## src/rtl/nfc_pkg.sv

```systemverilog
package nfc_pkg;
    localparam int BYTE_W     = 8;
    localparam int DLY_W      = 4;
    localparam int CTRL_W     = 10;
    localparam int NUM_EV     = 5;
    localparam int REG_ADDR_W = 4;

    // event bit positions
    localparam int EV_RDY_RISE = 0;
    localparam int EV_OVF      = 1;
    localparam int EV_LEAVE_FULL = 2;
    localparam int EV_RD_READY = 3;

    // register offsets
    localparam logic [REG_ADDR_W-1:0] OFF_CTRL  = 4'h0;
    localparam logic [REG_ADDR_W-1:0] OFF_STAT  = 4'h1;
    localparam logic [REG_ADDR_W-1:0] OFF_EVT   = 4'h2;
    localparam logic [REG_ADDR_W-1:0] OFF_MASK  = 4'h3;
    localparam logic [REG_ADDR_W-1:0] OFF_CMD   = 4'h4;
    localparam logic [REG_ADDR_W-1:0] OFF_ADDR  = 4'h5;
    localparam logic [REG_ADDR_W-1:0] OFF_DATA  = 4'h6;
    localparam logic [REG_ADDR_W-1:0] OFF_RDREQ = 4'h7;
    localparam logic [REG_ADDR_W-1:0] OFF_RDATA = 4'h8;

    typedef enum logic [1:0] {
        TAG_CMD  = 2'd0,
        TAG_ADDR = 2'd1,
        TAG_DATA = 2'd2,
        TAG_READ = 2'd3
    } wb_tag_e;

    typedef struct packed {
        wb_tag_e             tag;
        logic [BYTE_W-1:0]   val;
    } wb_entry_t;
endpackage

```

## src/rtl/nfc_wbuf.sv

```systemverilog
module nfc_wbuf
    import nfc_pkg::*;
#(
    parameter  int DEPTH = 4,
    localparam int PTR_W = (DEPTH > 1) ? $clog2(DEPTH) : 1,
    localparam int CNT_W = $clog2(DEPTH + 1)
) (
    input  logic             clk,
    input  logic             rst_n,
    input  logic             push,
    input  wb_entry_t        push_entry,
    input  logic             pop,
    output wb_entry_t        head,
    output logic [CNT_W-1:0] count
);
    typedef struct packed {
        wb_entry_t [DEPTH-1:0] mem;
        logic [PTR_W-1:0]      wp;
        logic [PTR_W-1:0]      rp;
        logic [CNT_W-1:0]      cnt;
    } wbuf_t;

    wbuf_t s_d, s_q;

    always_comb begin
        s_d = s_q;
        if (push) begin
            s_d.mem[s_q.wp] = push_entry;
            s_d.wp = (s_q.wp == PTR_W'(DEPTH - 1)) ? '0 : s_q.wp + PTR_W'(1);
        end
        if (pop) begin
            s_d.rp = (s_q.rp == PTR_W'(DEPTH - 1)) ? '0 : s_q.rp + PTR_W'(1);
        end
        case ({push, pop})
            2'b10:   s_d.cnt = s_q.cnt + CNT_W'(1);
            2'b01:   s_d.cnt = s_q.cnt - CNT_W'(1);
            default: ;
        endcase
    end

    always_ff @(posedge clk or negedge rst_n) begin
        if (!rst_n) s_q <= '0;
        else        s_q <= s_d;
    end

    assign head  = s_q.mem[s_q.rp];
    assign count = s_q.cnt;
endmodule

```

## src/rtl/nfc_strobe.sv

```systemverilog
module nfc_strobe
    import nfc_pkg::*;
(
    input  logic              clk,
    input  logic              rst_n,
    input  logic [DLY_W-1:0]  wr_dly,
    input  logic [DLY_W-1:0]  rd_dly,
    input  logic              avail,
    input  wb_entry_t         entry,
    input  logic [BYTE_W-1:0] dq_in,
    output logic              take,
    output logic              busy,
    output logic              rd_valid,
    output logic [BYTE_W-1:0] rd_byte,
    output logic              we_n,
    output logic              re_n,
    output logic              cle,
    output logic              ale,
    output logic [BYTE_W-1:0] dq_out,
    output logic              dq_oe
);
    typedef struct packed {
        logic             active;
        logic [DLY_W-1:0] cnt;
        wb_entry_t        ent;
    } eng_t;

    eng_t s_d, s_q;

    always_comb begin
        s_d      = s_q;
        take     = 1'b0;
        rd_valid = 1'b0;
        if (s_q.active) begin
            if (s_q.cnt == '0) begin
                s_d.active = 1'b0;
                rd_valid   = (s_q.ent.tag == TAG_READ);
            end else begin
                s_d.cnt = s_q.cnt - DLY_W'(1);
            end
        end else if (avail) begin
            take       = 1'b1;
            s_d.active = 1'b1;
            s_d.ent    = entry;
            s_d.cnt    = (entry.tag == TAG_READ) ? rd_dly : wr_dly;
        end
    end

    always_ff @(posedge clk or negedge rst_n) begin
        if (!rst_n) s_q <= '0;
        else        s_q <= s_d;
    end

    assign busy    = s_q.active;
    assign rd_byte = dq_in;
    assign re_n    = !(s_q.active && s_q.ent.tag == TAG_READ);
    assign we_n    = !(s_q.active && s_q.ent.tag != TAG_READ);
    assign cle     = s_q.active && s_q.ent.tag == TAG_CMD;
    assign ale     = s_q.active && s_q.ent.tag == TAG_ADDR;
    assign dq_oe   = !we_n;
    assign dq_out  = s_q.ent.val;
endmodule

```

## src/rtl/nfc_rb_sync.sv

```systemverilog
module nfc_rb_sync (
    input  logic clk,
    input  logic rst_n,
    input  logic rb_async,
    output logic rb_level,
    output logic rb_rise
);
    typedef struct packed {
        logic s1;
        logic s2;
    } sync_t;

    sync_t s_d, s_q;

    always_comb begin
        s_d.s1 = rb_async;
        s_d.s2 = s_q.s1;
    end

    always_ff @(posedge clk or negedge rst_n) begin
        if (!rst_n) s_q <= '{s1: 1'b1, s2: 1'b1};
        else        s_q <= s_d;
    end

    assign rb_level = s_q.s2;
    assign rb_rise  = s_q.s1 & ~s_q.s2;
endmodule

```

## src/rtl/nfc_host_frontend.sv

```systemverilog
module nfc_host_frontend
    import nfc_pkg::*;
#(
    parameter int WB_DEPTH = 4,
    parameter int BUS_W    = 16
) (
    input  logic                  clk,
    input  logic                  rst_n,
    input  logic [REG_ADDR_W-1:0] bus_addr,
    input  logic                  bus_wr,
    input  logic [BUS_W-1:0]      bus_wdata,
    output logic [BUS_W-1:0]      bus_rdata,
    output logic                  irq,
    output logic                  nf_cle,
    output logic                  nf_ale,
    output logic                  nf_we_n,
    output logic                  nf_re_n,
    output logic [BYTE_W-1:0]     nf_dq_out,
    output logic                  nf_dq_oe,
    input  logic [BYTE_W-1:0]     nf_dq_in,
    input  logic                  nf_rb
);
    localparam int CNT_W = $clog2(WB_DEPTH + 1);

    typedef struct packed {
        logic [CTRL_W-1:0] ctrl;
        logic [NUM_EV-1:0] mask;
        logic [NUM_EV-1:0] ev;
        logic [BYTE_W-1:0] rdat;
    } regs_t;

    regs_t regs_d, regs_q;

    wb_entry_t         push_entry, head;
    logic [CNT_W-1:0]  wb_count;
    logic              wb_full, wb_push, wb_req;
    logic              take, busy, rd_valid, rb_level, rb_rise;
    logic [BYTE_W-1:0] rd_byte;
    logic [NUM_EV-1:0] ev_set, ev_clr;
    logic [NUM_EV-1:0] status;
    logic              unused_wdata;

    assign unused_wdata = ^bus_wdata[BUS_W-1:CTRL_W];

    assign wb_full = (wb_count == CNT_W'(WB_DEPTH));
    assign wb_req  = bus_wr && (bus_addr >= OFF_CMD) && (bus_addr <= OFF_RDREQ);
    assign wb_push = wb_req && !wb_full;

    always_comb begin
        push_entry.val = bus_wdata[BYTE_W-1:0];
        case (bus_addr)
            OFF_CMD:  push_entry.tag = TAG_CMD;
            OFF_ADDR: push_entry.tag = TAG_ADDR;
            OFF_DATA: push_entry.tag = TAG_DATA;
            default:  push_entry.tag = TAG_READ;
        endcase
    end

    nfc_wbuf #(.DEPTH(WB_DEPTH)) u_wbuf (
        .clk        (clk),
        .rst_n      (rst_n),
        .push       (wb_push),
        .push_entry (push_entry),
        .pop        (take),
        .head       (head),
        .count      (wb_count)
    );

    nfc_strobe u_strobe (
        .clk      (clk),
        .rst_n    (rst_n),
        .wr_dly   (regs_q.ctrl[DLY_W-1:0]),
        .rd_dly   (regs_q.ctrl[2*DLY_W-1:DLY_W]),
        .avail    (wb_count != '0),
        .entry    (head),
        .dq_in    (nf_dq_in),
        .take     (take),
        .busy     (busy),
        .rd_valid (rd_valid),
        .rd_byte  (rd_byte),
        .we_n     (nf_we_n),
        .re_n     (nf_re_n),
        .cle      (nf_cle),
        .ale      (nf_ale),
        .dq_out   (nf_dq_out),
        .dq_oe    (nf_dq_oe)
    );

    nfc_rb_sync u_rb (
        .clk      (clk),
        .rst_n    (rst_n),
        .rb_async (nf_rb),
        .rb_level (rb_level),
        .rb_rise  (rb_rise)
    );

    // next-state of the register file
    always_comb begin
        regs_d = regs_q;
        ev_set = '0;
        ev_clr = '0;
        ev_set[EV_RDY_RISE]   = rb_rise;
        ev_set[EV_OVF]        = wb_req && wb_full;
        ev_set[EV_LEAVE_FULL] = wb_full && take;
        ev_set[EV_RD_READY]   = rd_valid;
        if (rd_valid) regs_d.rdat = rd_byte;
        if (bus_wr) begin
            case (bus_addr)
                OFF_CTRL: regs_d.ctrl = bus_wdata[CTRL_W-1:0];
                OFF_MASK: regs_d.mask = bus_wdata[NUM_EV-1:0];
                OFF_EVT:  ev_clr      = bus_wdata[NUM_EV-1:0];
                default:  ;
            endcase
        end
        regs_d.ev = (regs_q.ev & ~ev_clr) | ev_set;
    end

    always_ff @(posedge clk or negedge rst_n) begin
        if (!rst_n) regs_q <= '0;
        else        regs_q <= regs_d;
    end

    assign status = {(wb_count == '0) && !busy, 2'b00, wb_full, rb_level};

    always_comb begin
        case (bus_addr)
            OFF_CTRL:  bus_rdata = BUS_W'(regs_q.ctrl);
            OFF_STAT:  bus_rdata = BUS_W'(status);
            OFF_EVT:   bus_rdata = BUS_W'(regs_q.ev);
            OFF_MASK:  bus_rdata = BUS_W'(regs_q.mask);
            OFF_RDATA: bus_rdata = BUS_W'(regs_q.rdat);
            default:   bus_rdata = '0;
        endcase
    end

    assign irq = |(regs_q.ev & regs_q.mask);
endmodule

```

## config.mk

```make
export PLATFORM = sky130hd
export DESIGN_NAME = nfc_host_frontend
export DESIGN_NICKNAME = d
export VERILOG_FILES = /design/src/rtl/nfc_pkg.sv /design/src/rtl/nfc_wbuf.sv /design/src/rtl/nfc_strobe.sv /design/src/rtl/nfc_rb_sync.sv /design/src/rtl/nfc_host_frontend.sv
export SDC_FILE = /design/constraint.sdc
export NUM_CORES = 1
export LEC_CHECK = 0
export BUFFER_PORTS_ARGS = -buffer_cell sky130_fd_sc_hd__buf_4
export CORE_ASPECT_RATIO = 1.4
export CORE_MARGIN = 1
export CORE_UTILIZATION = 35
export CTS_BUF_LIST = sky130_fd_sc_hd__clkbuf_16
export DETAILED_ROUTE_END_ITERATION = 8
export PLACE_DENSITY_LB_ADDON = 0.08
export SLEW_MARGIN = 20
export SYNTH_ARGS = -nofsm -noshare
export SYNTH_HDL_FRONTEND = slang
export SYNTH_SLANG_ARGS = --single-unit
```

## constraint.sdc

```tcl
create_clock -name clk -period 2.35 [get_ports clk]
set_clock_uncertainty 0.2 [all_clocks]
set_input_delay 0.235 -clock clk [delete_from_list [all_inputs] [get_ports clk]]
set_output_delay 0.235 -clock clk [all_outputs]
set_load 0.02 [all_outputs]
```

; Word-level counts from Yosys, hierarchy flattened
; Index checks and enable logic that the tools add are counted.
[totals]
ff_bits = 92
latchBits = 0
ramBits = 0
romBits = 0
input_bits = 32
output_inout_bits = 30
mem_count = 0
[classes]
addsub = 5
n_mul = 0
div = 0
order_cmp = 5
n_eq_ne = 17
n_shift = 0
mux = 21
n_bitwise = 7
n_reduce_logical = 27
[op_table]
columns = operator, count
row1 = 10-bit case mux with 5 select lines, 1
row2 = 40-bit bitwise mux, 1
row3 = 10-bit binary-select mux with 2-bit select, 1
row4 = 10-bit demux with 2-bit select, 1
row5 = 10-bit two-way mux, 2
row6 = 15-bit two-way mux, 1
row7 = 5-bit two-way mux, 3
row8 = 4-bit by 3-bit equality test with 1-bit output (second input constant), 3
row9 = 1-bit logical AND, 11
row10 = 5-bit AND, 2
row11 = 2-bit equality test (second input constant), 5
row12 = 4-bit by 2-bit equality test with 1-bit output (second input constant), 2
row13 = 4-bit zero test, 2
row14 = 4-bit two-way mux, 2
row15 = 2-bit AND reduction, 4
row16 = 2-bit by 3-bit < comparator with 1-bit output (second input constant), 2
row17 = 2-bit case mux with 3 select lines, 1
row18 = 3-bit case mux with 2 select lines, 1
row19 = 1-bit two-way mux, 5
row20 = 5-bit inverter, 1
row21 = 5-bit by 4-bit OR with 5-bit output, 1
row22 = 5-bit OR reduction, 1
row23 = 2-bit by 1-bit adder with 2-bit output (second input constant), 2
row24 = 2-bit by 1-bit equality test with 1-bit output (second input constant), 2
row25 = 18 further kinds, 25

; Longest topological paths before layout
[depth]
word_depth = 6
ltp_mapped = 11
mapped_depth_nobuf = 9

; Hierarchy
; Synthesis repeated with hierarchy kept, for this count alone.
[hier_totals]
hier_cells = 360
area_unflattened_um2 = 4550.6
[by_module_without_submodules]
columns = mod, n_inst, cells_per_inst, area_per_inst_um2, seq_area_each_um2
row1 = nfc_wbuf, 1, 129, 2124.5, 1176.1
row2 = nfc_host_frontend, 1, 126, 1472.7, 700.7
row3 = nfc_strobe, 1, 102, 887.1, 375.4
row4 = nfc_rb_sync, 1, 3, 66.3, 52.6

; Worst setup path before layout
; No wires, ideal clock.
[synth_path]
path_kind = register to register
from = register u_wbuf.s_q (netlist bit u_wbuf.count[0])
to = register u_wbuf.s_q (netlist bit u_wbuf.count[2])
setup_ns = 0.079
arrival_ns = 2.118
required_time_ns = 2.071
setup_slack_ns = -0.047
stages_incl_launch_ff = 12
cell_sequence = dfrtp_1 -> nor3_1 -> or2_2 -> clkbuf_1 -> inv_1 -> buf_2 -> ha_1 -> inv_1 -> fa_1 -> xor2_1 -> nor2_1 -> xor2_1
[synth_between]
elab_chain_cells = 5
elab_cells_between_ends = 12
cone_classes = 2 x add/sub / 3 x eq/ne / 3 x mux / 4 x reduce/logical
[synth_lines]
columns = element, line_no
row1 = from (decl), nfc_wbuf.sv:23  ; wbuf_t s_d, s_q;
row2 = from (signal assigned), nfc_wbuf.sv:42  ; if (!rst_n) s_q <= '0;
row3 = from (signal assigned), nfc_wbuf.sv:43  ; else s_q <= s_d;
row4 = 3-bit nonzero test (*), nfc_host_frontend.sv:74  ; .avail (wb_count != '0),
row5 = 1-bit two-way mux (*), nfc_strobe.sv:41  ; end else if (avail) begin
row6 = 1-bit two-way mux (*), nfc_strobe.sv:34  ; if (s_q.active) begin
row7 = via take, nfc_host_frontend.sv:37  ; logic take, busy, rd_valid, rb_level, rb_rise;
row8 = 2-bit by 1-bit equality test with 1-bit output / 2-bit equality test (equally long branches), nfc_wbuf.sv:34  ; case ({push, pop})
row9 = 3-bit case mux with 2 select lines / 2-bit nonzero test (equally long branches), -
; Mark *: on every way through the listed nets, which the timed path passes. The rest lies on a longest branch.
; A chain may end at the register's enable or synchronous reset.

; Worst setup path after layout
[layout_path]
from = register u_wbuf.s_q (netlist bit u_wbuf.count[0])
to = register u_wbuf.s_q (netlist bit u_wbuf.count[2])
[layout_between]
elab_chain_cells = 5
elab_cells_between_ends = 12
cone_classes = 2 x add/sub / 3 x eq/ne / 3 x mux / 4 x reduce/logical
[layout_lines]
columns = element, line_no
row1 = 3-bit nonzero test / 3-bit equality test (equally long branches), "nfc_host_frontend.sv:74, nfc_host_frontend.sv:45"
row2 = 1-bit two-way mux / 1-bit zero test (equally long branches), "nfc_strobe.sv:41, nfc_host_frontend.sv:47"
row3 = 1-bit two-way mux / 1-bit logical AND (equally long branches), "nfc_strobe.sv:34, nfc_host_frontend.sv:47"
row4 = 2-bit by 1-bit equality test with 1-bit output / 2-bit equality test (equally long branches), nfc_wbuf.sv:34
row5 = 3-bit case mux with 2 select lines / 2-bit nonzero test (equally long branches), -
; Parallel ways exist; a longest one is shown, timed or not.

==> impl_metrics.csv <==
group,metric,value,unit
layout,antenna_cells,0,
global_route,grt_pass1_wl,16100,um
setup_path,max_stage_delay,0.40,ns
placed_design,place_inst,551,
layout,area_growth_syn_to_layout,23.6,%
logic_synthesis,ys.flop_type,"dfrtp_1",
placed_design,port_buffers,49,
global_route,grt_util_all_layers,17.4,%
routing,ant_nets,0,
power_and_ir_drop,vdd_drop_max,0.000380,V
clocking,cts.sink_count,92,
logic_synthesis,async_reset_ff_share,100,%
logic_synthesis,synth-edff-count,0,
min_path,hold_path.class,"input pin to flop",
clocking,clock_latency,0.35,ns
floorplan,die_w,96.5,um
sta,whs,0.0123,ns
setup_path,endpoint_kind,"flop",
power_and_ir_drop,pwr_density_cell,1210,nW/um^2
routing,viasPerCell,4.94,
setup_path,path_class,"flop to flop",
clocking,cts_buffers,9,
layout,layout-drive-gt1-share,37.5,%
logic_synthesis,synth_cell_types,42,
sta,setup_violations,0,
routing,wl_per_cell,17.5,um
logic_synthesis,synth_seq_cells,92,
floorplan,die_y,134,um
floorplan,pin_count,62,
logic_synthesis,ys_warn_count,0,
sta,drv_slew,0,
setup_path,crit_path_start_kind,"flop",
clocking,clk_pin_slew,0.07,ns
clocking,cts_tree,"yes",
global_route,grt_start_max_net_pins,43,
power_and_ir_drop,p_leak,0.00255,uW
clocking,htreeDepth,3,
sta,hold_viol,0,
clocking,clockBufferDepth,2,
floorplan,core_area,12300,um^2
floorplan,dieArea,13000,um^2
setup_path,cp.arrival,2.27,ns
logic_synthesis,syn_inst,358,
setup_path,path_max_fanout,4,
sta,tightest_slew,0.561,ns
setup_path,required,2.42,ns
logic_synthesis,yosysSeqAreaShare,52.7,%
routing,first_pass_iters,4,
placed_design,place_hpwl,6990,um
placed_design,placed_area,4910,um^2
logic_synthesis,syn_area_per_cell,12.2,um^2
setup_path,path_cells,"or3b_4 > and2_4 > inv_2 > ha_2 > inv_1 > fa_2 > xor2_1 > nor2_1 > xor2_1",
setup_path,critPathSlowestCell,"or3b_4",
layout,fin_area,5410,um^2
layout,stdcell_count,585,
sta,final.min_clock_period,2.20,ns
sta,finalCritPeriodShare,93.7,%
sta,max_freq,454,MHz
placed_design,place.gp.congestion,0.770,
logic_synthesis,synth_area,4380,um^2
layout,final_nets,471,
routing,drtIter0Drc,182,
clocking,cts-root-buf,"clkbuf_16",
global_route,antenna_found_initial,0,
sta,final.setup.tns,0,ns
setup_path,cp_common_cell,"xor2_1",
job,maxCapViolCount,0,
outcome,status,"complete, no violations",
routing,drc,0,
sta,slew_headroom,62.6,%
global_route,grt_overflow,0,
floorplan,start_util,35.7,%
global_route,first_global_vias,2922,
routing,vias,2891,
layout,nFillCells,1205,
routing,routed_wl,10200,um
sta,rsz0062_at_grt,"no",
floorplan,row_count,48,
## kinds of logic (layout without fill, tap and decap cells)
logic type	count (synthesis)	in the layout	synth area share, %
compound gates	41	41	6.23
xor+xnor	4	4	0.801
fa+ha+maj	9	9	2.74
buf+inv	41	113	5.37
flops	92	92	52.7
mux	75	75	21.7
other cells	1	6	0.0857
simple gates	95	95	10.4
## layout by cell type, fill, tap and decap left out, types with 5 or more instances in the layout
master         instances
dfrtp_1               90
o21ai_0               19
mux4_2                 9
dlygate4sd3_1         17
conb_1                 6
ha_1                   7
a22oi_1                5
mux2_2                56
inv_1                 10
clkbuf_16              9
buf_4                 69
nor2b_1                5
nand2_1               58
nor2_1                 9
mux2i_1                9
## synth_stat cells, types with 3 or more instances
| cell type | instances | area [um^2] |
|---|---|---|
| a222oi_1 | 3 | 30.0 |
| a22o_1 | 4 | 35.0 |
| a22oi_1 | 5 | 37.5 |
| and2_1 | 4 | 25.0 |
| buf_2 | 8 | 40.0 |
| buf_4 | 19 | 143 |
| clkbuf_1 | 3 | 11.3 |
| dfrtp_1 | 90 | 2250 |
| ha_1 | 8 | 100 |
| inv_1 | 11 | 41.3 |
| mux2_2 | 56 | 631 |
| mux2i_1 | 9 | 90.1 |
| mux4_2 | 9 | 203 |
| nand2_1 | 58 | 218 |
| nand3_2 | 4 | 40.0 |
| nor2_1 | 9 | 33.8 |
| nor2b_1 | 5 | 31.3 |
| nor3_1 | 3 | 15.0 |
| o21ai_0 | 20 | 100 |
## power by group
group	internal [uW]	switching, uW	total (uW)
Combinational	1250	1130	2380
Sequential	2240	384	2620
Clock	929	641	1570
Total	4420	2150	6570
## routing by layer
metal	routed length, um	global-route usage, %
met1	4770	23.6
met2	5020	26.9
met3	275	3.80
met4	175	6.62
met5	0	0
## final cells by class
class,instances,area (um^2),share of cell area [%]
Sequential cell,92,2300,42.6
Clock buffer,9,225,4.16
Multi-Input combinational cell,230,1870,34.6
Tap cell,150,188,3.47
Inverter,11,41.3,0.763
Timing Repair Buffer,86,688,12.7
Clock inverter,7,90.1,1.67
## repair_timing
item | 4_1_cts | 5_1_grt
hold buffers | 17 | 0
setup buffers | 0 | 1
resized for setup | 2 | 2
setup endpoints to repair | 2 | 1
pin swaps | 0 | 2
endpoints found under the hold margin | 69 | 0
## final timing paths
| kind | start | cells past startpoint | slack (ns) | endpoint |
|---|---|---|---|---|
| max | u_wbuf.count[0]$_DFFE_PN0P_ | 9 | 0.15 | u_wbuf.count[2]$_DFFE_PN0P_ |
| min | bus_wdata[2] | 2 | 0.01 | u_wbuf.s_q[9]$_DFFE_PN0P_ |
| max reg2reg | u_wbuf.count[0]$_DFFE_PN0P_ | 9 | 0.15 | u_wbuf.count[2]$_DFFE_PN0P_ |
| min reg2reg | u_rb.s_d[0]$_DFF_PN1_ | 0 | 0.17 | u_rb.rb_level$_DFF_PN1_ |
| max in group asynchronous | rst_n | 3 | 1.07 | u_wbuf.s_q[34]$_DFFE_PN0P_ |
| min in group asynchronous | rst_n | 2 | 0.21 | u_strobe.dq_out[5]$_DFFE_PN0P_ |
## flip-flops by register name, summed over array words and instances (netlist names)
register,flops
u_strobe.dq_out,8
u_strobe.s_q,6
regs_q,28
u_wbuf.count,3
u_strobe.busy,1
u_rb.rb_level,1
u_wbuf.s_q,44
u_rb.s_d,1
## per-stage QoR
stage | total power, uW | setup slack (ns) | util (%)
finish | 6570 | 0.148 | 44.1
global route | 7030 | 0.0171 | 44.1
CTS | 6630 | 0.0637 | 44.1
detailed placement | 5020 | 0.0898 | 40.1
global placement | 4960 | 0.108 | 40.1
floorplan | 4330 | 0.0127 | -
## critical path: cells and delay by family (launching register included)
kind	cells	cell delay, ns
XOR/XNOR	2	0.29
adder cells (fa/ha/maj)	2	0.49
flip-flops	1	0.38
AND/OR/NAND/NOR	3	0.67
buffers and inverters	2	0.10
No activity file was read; power rests on OpenSTA's default activity.
